$ cat config.mk
export PLATFORM = sky130hd
export DESIGN_NAME = pm_stop_smi_seq
export DESIGN_NICKNAME = d
export VERILOG_FILES = /design/src/rtl/pmseq_pkg.sv /design/src/rtl/smi_qual.sv /design/src/rtl/req_slot.sv /design/src/rtl/pm_fsm.sv /design/src/rtl/pm_stop_smi_seq.sv
export SDC_FILE = /design/constraint.sdc
export NUM_CORES = 1
export LEC_CHECK = 0
export CAP_MARGIN = 40
export CORE_UTILIZATION = 31
export DETAILED_ROUTE_END_ITERATION = 16
export GPL_ROUTABILITY_DRIVEN = 0
export PLACE_DENSITY = 0.84
export SLEW_MARGIN = 10
export SYNTH_ARGS = -nofsm -noshare
export SYNTH_HDL_FRONTEND = slang
export SYNTH_SLANG_ARGS = --single-unit
$ cat constraint.sdc
create_clock -name clk -period 1.3 [get_ports clk]
set_input_delay 0.26 -clock clk [delete_from_list [all_inputs] [get_ports clk]]
set_output_delay 0.26 -clock clk [all_outputs]
set_load 0.02 [all_outputs]
$ cat src/rtl/pmseq_pkg.sv
package pmseq_pkg;

  typedef enum logic [2:0] {
    ST_IDLE,
    ST_GNT_REQ,
    ST_GNT_HOLD,
    ST_GNT_EXIT,
    ST_MGMT,
    ST_SD_REQ,
    ST_SD_HALT
  } seq_state_t;

  localparam logic [1:0] CYC_STOP_GRANT = 2'b01;
  localparam logic [1:0] CYC_SHUTDOWN   = 2'b10;

endpackage

$ cat src/rtl/smi_qual.sv
module smi_qual #(
  parameter int SYNC_STAGES = 2,
  parameter int MIN_HI      = 2,
  parameter int MIN_LO      = 2
) (
  input  logic clk,
  input  logic rst_n,
  input  logic line_n,
  output logic accept
);
  localparam int HW = $clog2(MIN_HI + 1);
  localparam int LW = $clog2(MIN_LO + 1);

  logic [SYNC_STAGES-1:0] sr;
  logic                   sync_n;
  logic [HW-1:0]          hi_cnt;
  logic [LW-1:0]          lo_cnt;
  logic                   armed;

  // synchronizer chain, resets to the inactive (high) level
  generate
    if (SYNC_STAGES == 1) begin : g_one
      always_ff @(posedge clk or negedge rst_n)
        if (!rst_n) sr <= '1;
        else        sr <= line_n;
    end else begin : g_chain
      always_ff @(posedge clk or negedge rst_n)
        if (!rst_n) sr <= '1;
        else        sr <= {sr[SYNC_STAGES-2:0], line_n};
    end
  endgenerate

  assign sync_n = sr[SYNC_STAGES-1];
  assign accept = armed && !sync_n && (lo_cnt == LW'(MIN_LO - 1));

  always_ff @(posedge clk or negedge rst_n) begin
    if (!rst_n) begin
      hi_cnt <= '0;
      lo_cnt <= '0;
      armed  <= 1'b0;
    end else begin
      // high-width counter: any low sample restarts it
      if (sync_n) begin
        if (hi_cnt != HW'(MIN_HI)) hi_cnt <= hi_cnt + 1'b1;
      end else begin
        hi_cnt <= '0;
      end
      // low-width counter: runs only once armed, any high sample restarts it
      if (accept || sync_n || !armed) lo_cnt <= '0;
      else if (lo_cnt != LW'(MIN_LO)) lo_cnt <= lo_cnt + 1'b1;
      // arming needs MIN_HI consecutive high samples
      if (accept)                                   armed <= 1'b0;
      else if (sync_n && hi_cnt >= HW'(MIN_HI - 1)) armed <= 1'b1;
    end
  end
endmodule

$ cat src/rtl/req_slot.sv
module req_slot (
  input  logic clk,
  input  logic rst_n,
  input  logic set,
  input  logic take,
  output logic pend
);
  // one entry: further sets while full merge into the same request
  always_ff @(posedge clk or negedge rst_n)
    if (!rst_n) pend <= 1'b0;
    else        pend <= (pend && !take) || set;
endmodule

$ cat src/rtl/pm_fsm.sv
module pm_fsm
  import pmseq_pkg::*;
#(
  parameter int          AW         = 32,
  parameter logic [31:0] GRANT_ADDR = 32'h0000_0010,
  parameter int          ALIGN_BITS = 15
) (
  input  logic          clk,
  input  logic          rst_n,
  input  logic          stop_req,
  input  logic          pend,
  input  logic          nmi_in,
  input  logic          intr_in,
  input  logic          rsm_stb,
  input  logic [AW-1:0] rsm_base,
  input  logic          cyc_ready,
  output logic          take,
  output logic          cyc_valid,
  output logic [AW-1:0] cyc_addr,
  output logic [1:0]    cyc_type,
  output logic          mgmt_active,
  output logic          clk_stopped,
  output logic          shut_down,
  output logic          nmi_wake,
  output logic          intr_wake
);
  seq_state_t state, state_nx;
  logic       base_ok;

  assign base_ok = (rsm_base[ALIGN_BITS-1:0] == '0);
  assign take    = (state == ST_IDLE) && pend;

  always_comb begin
    state_nx = state;
    unique case (state)
      ST_IDLE:     if (pend) state_nx = ST_MGMT;
                   else if (stop_req) state_nx = ST_GNT_REQ;
      ST_GNT_REQ:  if (cyc_ready) state_nx = ST_GNT_HOLD;
      ST_GNT_HOLD: if (!stop_req) state_nx = ST_GNT_EXIT;
      ST_GNT_EXIT: state_nx = ST_IDLE;
      ST_MGMT:     if (rsm_stb) state_nx = base_ok ? ST_IDLE : ST_SD_REQ;
      ST_SD_REQ:   if (cyc_ready) state_nx = ST_SD_HALT;
      ST_SD_HALT:  state_nx = ST_SD_HALT;
      default:     state_nx = ST_IDLE;
    endcase
  end

  always_ff @(posedge clk or negedge rst_n) begin
    if (!rst_n) begin
      state     <= ST_IDLE;
      nmi_wake  <= 1'b0;
      intr_wake <= 1'b0;
    end else begin
      state     <= state_nx;
      nmi_wake  <= (state == ST_GNT_EXIT) && nmi_in;
      intr_wake <= (state == ST_GNT_EXIT) && intr_in;
    end
  end

  assign cyc_valid   = (state == ST_GNT_REQ) || (state == ST_SD_REQ);
  assign cyc_addr    = (state == ST_GNT_REQ) ? GRANT_ADDR[AW-1:0] : '0;
  assign cyc_type    = (state == ST_GNT_REQ) ? CYC_STOP_GRANT :
                       (state == ST_SD_REQ)  ? CYC_SHUTDOWN   : 2'b00;
  assign mgmt_active = (state == ST_MGMT);
  assign clk_stopped = (state == ST_GNT_HOLD);
  assign shut_down   = (state == ST_SD_HALT);
endmodule

$ cat src/rtl/pm_stop_smi_seq.sv
module pm_stop_smi_seq #(
  parameter int          AW          = 32,
  parameter logic [31:0] GRANT_ADDR  = 32'h0000_0010,
  parameter int          ALIGN_BITS  = 15,
  parameter int          SYNC_STAGES = 2,
  parameter int          MIN_HI      = 2,
  parameter int          MIN_LO      = 2
) (
  input  logic          clk,
  input  logic          rst_n,
  input  logic          stop_req,
  input  logic          smi_n,
  input  logic          nmi_in,
  input  logic          intr_in,
  input  logic          rsm_stb,
  input  logic [AW-1:0] rsm_base,
  output logic          cyc_valid,
  input  logic          cyc_ready,
  output logic [AW-1:0] cyc_addr,
  output logic [1:0]    cyc_type,
  output logic          mgmt_active,
  output logic          clk_stopped,
  output logic          shut_down,
  output logic          nmi_wake,
  output logic          intr_wake
);
  logic accept, pend, take;

  smi_qual #(.SYNC_STAGES(SYNC_STAGES), .MIN_HI(MIN_HI), .MIN_LO(MIN_LO)) u_qual (
    .clk(clk), .rst_n(rst_n), .line_n(smi_n), .accept(accept)
  );

  req_slot u_slot (
    .clk(clk), .rst_n(rst_n), .set(accept), .take(take), .pend(pend)
  );

  pm_fsm #(.AW(AW), .GRANT_ADDR(GRANT_ADDR), .ALIGN_BITS(ALIGN_BITS)) u_fsm (
    .clk(clk), .rst_n(rst_n), .stop_req(stop_req), .pend(pend),
    .nmi_in(nmi_in), .intr_in(intr_in), .rsm_stb(rsm_stb), .rsm_base(rsm_base),
    .cyc_ready(cyc_ready), .take(take), .cyc_valid(cyc_valid),
    .cyc_addr(cyc_addr), .cyc_type(cyc_type), .mgmt_active(mgmt_active),
    .clk_stopped(clk_stopped), .shut_down(shut_down),
    .nmi_wake(nmi_wake), .intr_wake(intr_wake)
  );
endmodule

==> results by group <==
Run status
  • Status: finished, violations left
  • Failing checks: setup timing

Cells and area
  • Footprint of the multi-input gates: 478 um^2
  • # nets final: 191
  • Ant. Diodes: 0
  • Final Non-Filler Cells: 177
  • Layout area overhead: 41.7%
  • Fillers: ~260
  • Reg area: 330 um^2
  • Layout cell share with drive strength beyond 1: 26.0%

Synth
  • EDFF count, synth: 0
  • Syn Inst Count: 102
  • Main synth FF type: dfrtp_1
  • FF+latch count, synth: 13
  • Ys Warns: 0
  • Syn Area/Cell: 9.04 um^2
  • Yosys cell types: 30
  • Netlist area before placement: roughly 900 um^2
  • Asr flop ratio synth: 100%
  • Sequential area share after synthesis: 35.5%

Worst setup path
  • Max FO, Critical Path: 4
  • Family with the most delay on the worst path: flip-flops
  • Critical path capture point type: output port
  • Critical path, cell by cell: and2b_2, inv_2, nor2_4, buf_6
  • Max stage delay on crit path: 0.40 ns
  • Critical path arrival: between 1 and 1.5 ns
  • CP max-delay cell: dfrtp_2
  • WP buf/inv: 2
  • WS Path Type: register to output port
  • Crit path required time: 1.04 ns
  • Critical Path Source Type: register

Global routing
  • Congestion Overflow GR: 0
  • Initial antenna violation count: 0
  • Vias in the first global route: 690
  • Pin count of the biggest net entering global routing: 14
  • Total Routing Usage GR: 12.0%
  • Global-route wire length before repair: just under 3 mm

Clocking
  • Root Driver: clkbuf_4
  • Clock Sinks: 13
  • CTS tree: yes
  • Clock latency on the worst-skew pair: approximately 0.27 ns
  • CTS max path bufs: 2
  • Hold-fix buffers, CTS: 0
  • Clock-pin slew on the worst setup and hold paths: around 0.080 ns
  • H-Tree Depth: 1
  • Num CTS Buffers: 3

STA
  • Tmin final: 1.45 ns
  • Final hold vios: 0
  • Fin crit share: 112%
  • FMAX: 688 MHz
  • RSZ-0062 raised after global routing: yes
  • Setup TNS: -0.872 ns
  • Worst Skew: 0.00337 ns
  • Setup violators final: 8
  • Setup WS post-layout: -0.153 ns
  • Fin. max-slew vios: 0

Die
  • Die area: 0.00320 mm^2
  • Die width: 56.5 um
  • Die Y-Extent: 56.5 um
  • Placeable Area: 0.00278 mm^2
  • Count of boundary I/O pins: 80
  • Rows: 19
  • Initial Util: 33.2%

Routing
  • Final ANT Viol Nets: 0
  • Via density: 4.16
  • Initial DRC count: 15
  • DRC Markers: 0
  • Drt first pass iters: 4
  • Via count: about 740
  • WL per Instance: 10.3 um
  • Drt total wl: 1.82 mm

Power
  • Sw power: about 0.9 mW
  • Switch share: about two fifths
  • Leak pwr: 0.634 nW
  • Pint: between 1 and 1.5 mW
  • Power share of the sequential group: 28.7%
  • Gate power share: 60.1%
  • Pwr Density: 1720 mW/mm^2
  • Peak supply drop: 1.08 mV
  • Clock power share: between 10 and 15%

Place
  • Port Buffers: 31
  • Placed insts: 169
  • Hpwl dp: 1.35 mm
  • Dpl ws: -0.335 ns

Job
  • Max-cap violation count: 0

Min path
  • Hold WC Path Type: primary input to asynchronous set/reset pin
[area by class of cell]
type,count,share of cell area [%]
tap,31,2.97
sequential,13,25.3
timing repair buffer,44,30.8
multi-input combinational,77,36.6
clock buffer,4,2.01
inverter,8,2.30
[path summary, 6_finish.rpt]
| path | from | endpoint | slack [ns] | cells past startpoint |
|---|---|---|---|---|
| max | u_fsm.state[1] | cyc_type[0] | -0.15 | 4 |
| min | rst_n | u_fsm.intr_wake | 0.29 | 2 |
| max reg2reg | u_fsm.state[1] | u_fsm.state[0] | -0.02 | 5 |
| min reg2reg | u_qual.sr[0] | u_qual.sr[1] | 0.36 | 0 |
| max in group asynchronous | rst_n | u_qual.sr[0] | 0.77 | 2 |
| min in group clk | u_qual.sr[0] | u_qual.sr[1] | 0.36 | 0 |
[power groups by stage]
stage                     Clock [mW]  Combinational (mW)  Sequential, mW
after global placement             0                1.18           0.635
after global routing           0.286                1.47           0.663
after detailed placement           0                1.21           0.647
final                          0.253                1.35           0.645
after CTS                      0.270                1.29           0.646
after floorplan                    0               0.824           0.637
[metrics by stage]
step	util, %	instance area (um^2)	hold WS, ns	power, mW
after global routing	47.0	1310	0.313	2.42
after floorplan	-	1060	-0.0356	1.46
final	47.0	1310	0.285	2.25
after detailed placement	43.9	1220	0.350	1.85
after CTS	46.0	1280	0.286	2.20
after global placement	43.9	1220	0.346	1.81
[timing repair]
| action | CTS | global route |
|---|---|---|
| endpoints found under the setup margin | 10 | 9 |
| pin swaps | 3 | 1 |
| hold endpoints to repair | 0 | 0 |
| gates resized for setup | 45 | 3 |
| setup buffers | 2 | 2 |
[per-layer routing]
layer,global-route usage (%),part of all wire (%)
met2,21.0,51
met3,4.38,7.4
met5,0,0
met4,2.09,0
met1,14.2,41
[cell families (layout without fill, tap and decap cells)]
kind of cell               count (synthesis)  count (layout)  synth area share (%)
AOI/OAI and AO/OA                         12              12                  8.55
xor gates and xnor gates                   2               2                  1.90
adders and majority gates                  4               4                  5.43
buffers and inverters                     42              56                  30.3
DFF                                       13              13                  35.5
muxes                                      1               1                  1.09
other                                      1              31                 0.407
and+or+nand+nor                           27              27                  16.8
[cells in the mapped netlist, types with 2 or more instances]
cell | instances | share of area [%]
ha_1 | 4 | 5.4
nor3_1 | 3 | 1.6
nor3b_1 | 3 | 2.4
and2_1 | 2 | 1.4
inv_2 | 2 | 0.81
nor2_1 | 6 | 2.4
nor4_1 | 3 | 2.0
buf_4 | 32 | 26
dfrtp_1 | 11 | 30
inv_1 | 6 | 2.4
dfstp_2 | 2 | 5.7
o21ai_1 | 3 | 1.6
a21oi_1 | 5 | 2.7
and3_1 | 2 | 1.4
o31ai_1 | 2 | 1.6
nor2b_1 | 2 | 1.4
[state kept, by name, summed over array words and instances, names as in the netlist]
register and count:
u_slot.pend 1, u_qual.hi_cnt 2, u_qual.sr 2, u_qual.lo_cnt 2
u_qual.armed 1, u_fsm.nmi_wake 1, u_fsm.state 3, u_fsm.intr_wake 1
[cells in the final DEF, fill, tap and decap left out, types with 2 or more instances in the layout]
cell / n
a21oi_1: 5
ha_1: 4
clkdlybuf4s50_1: 22
conb_1: 31
dlygate4sd2_1: 2
o21ai_1: 3
o31ai_1: 2
nor2_1: 5
dfstp_2: 2
inv_1: 6
nor2b_1: 2
nor3_1: 2
dfrtp_2: 2
buf_4: 16
and2_1: 2
nor4_1: 2
clkbuf_4: 3
and3_1: 2
dfrtp_1: 9
inv_2: 2
buf_6: 4
nor3b_2: 2
Power figures use the tool's default switching activity.
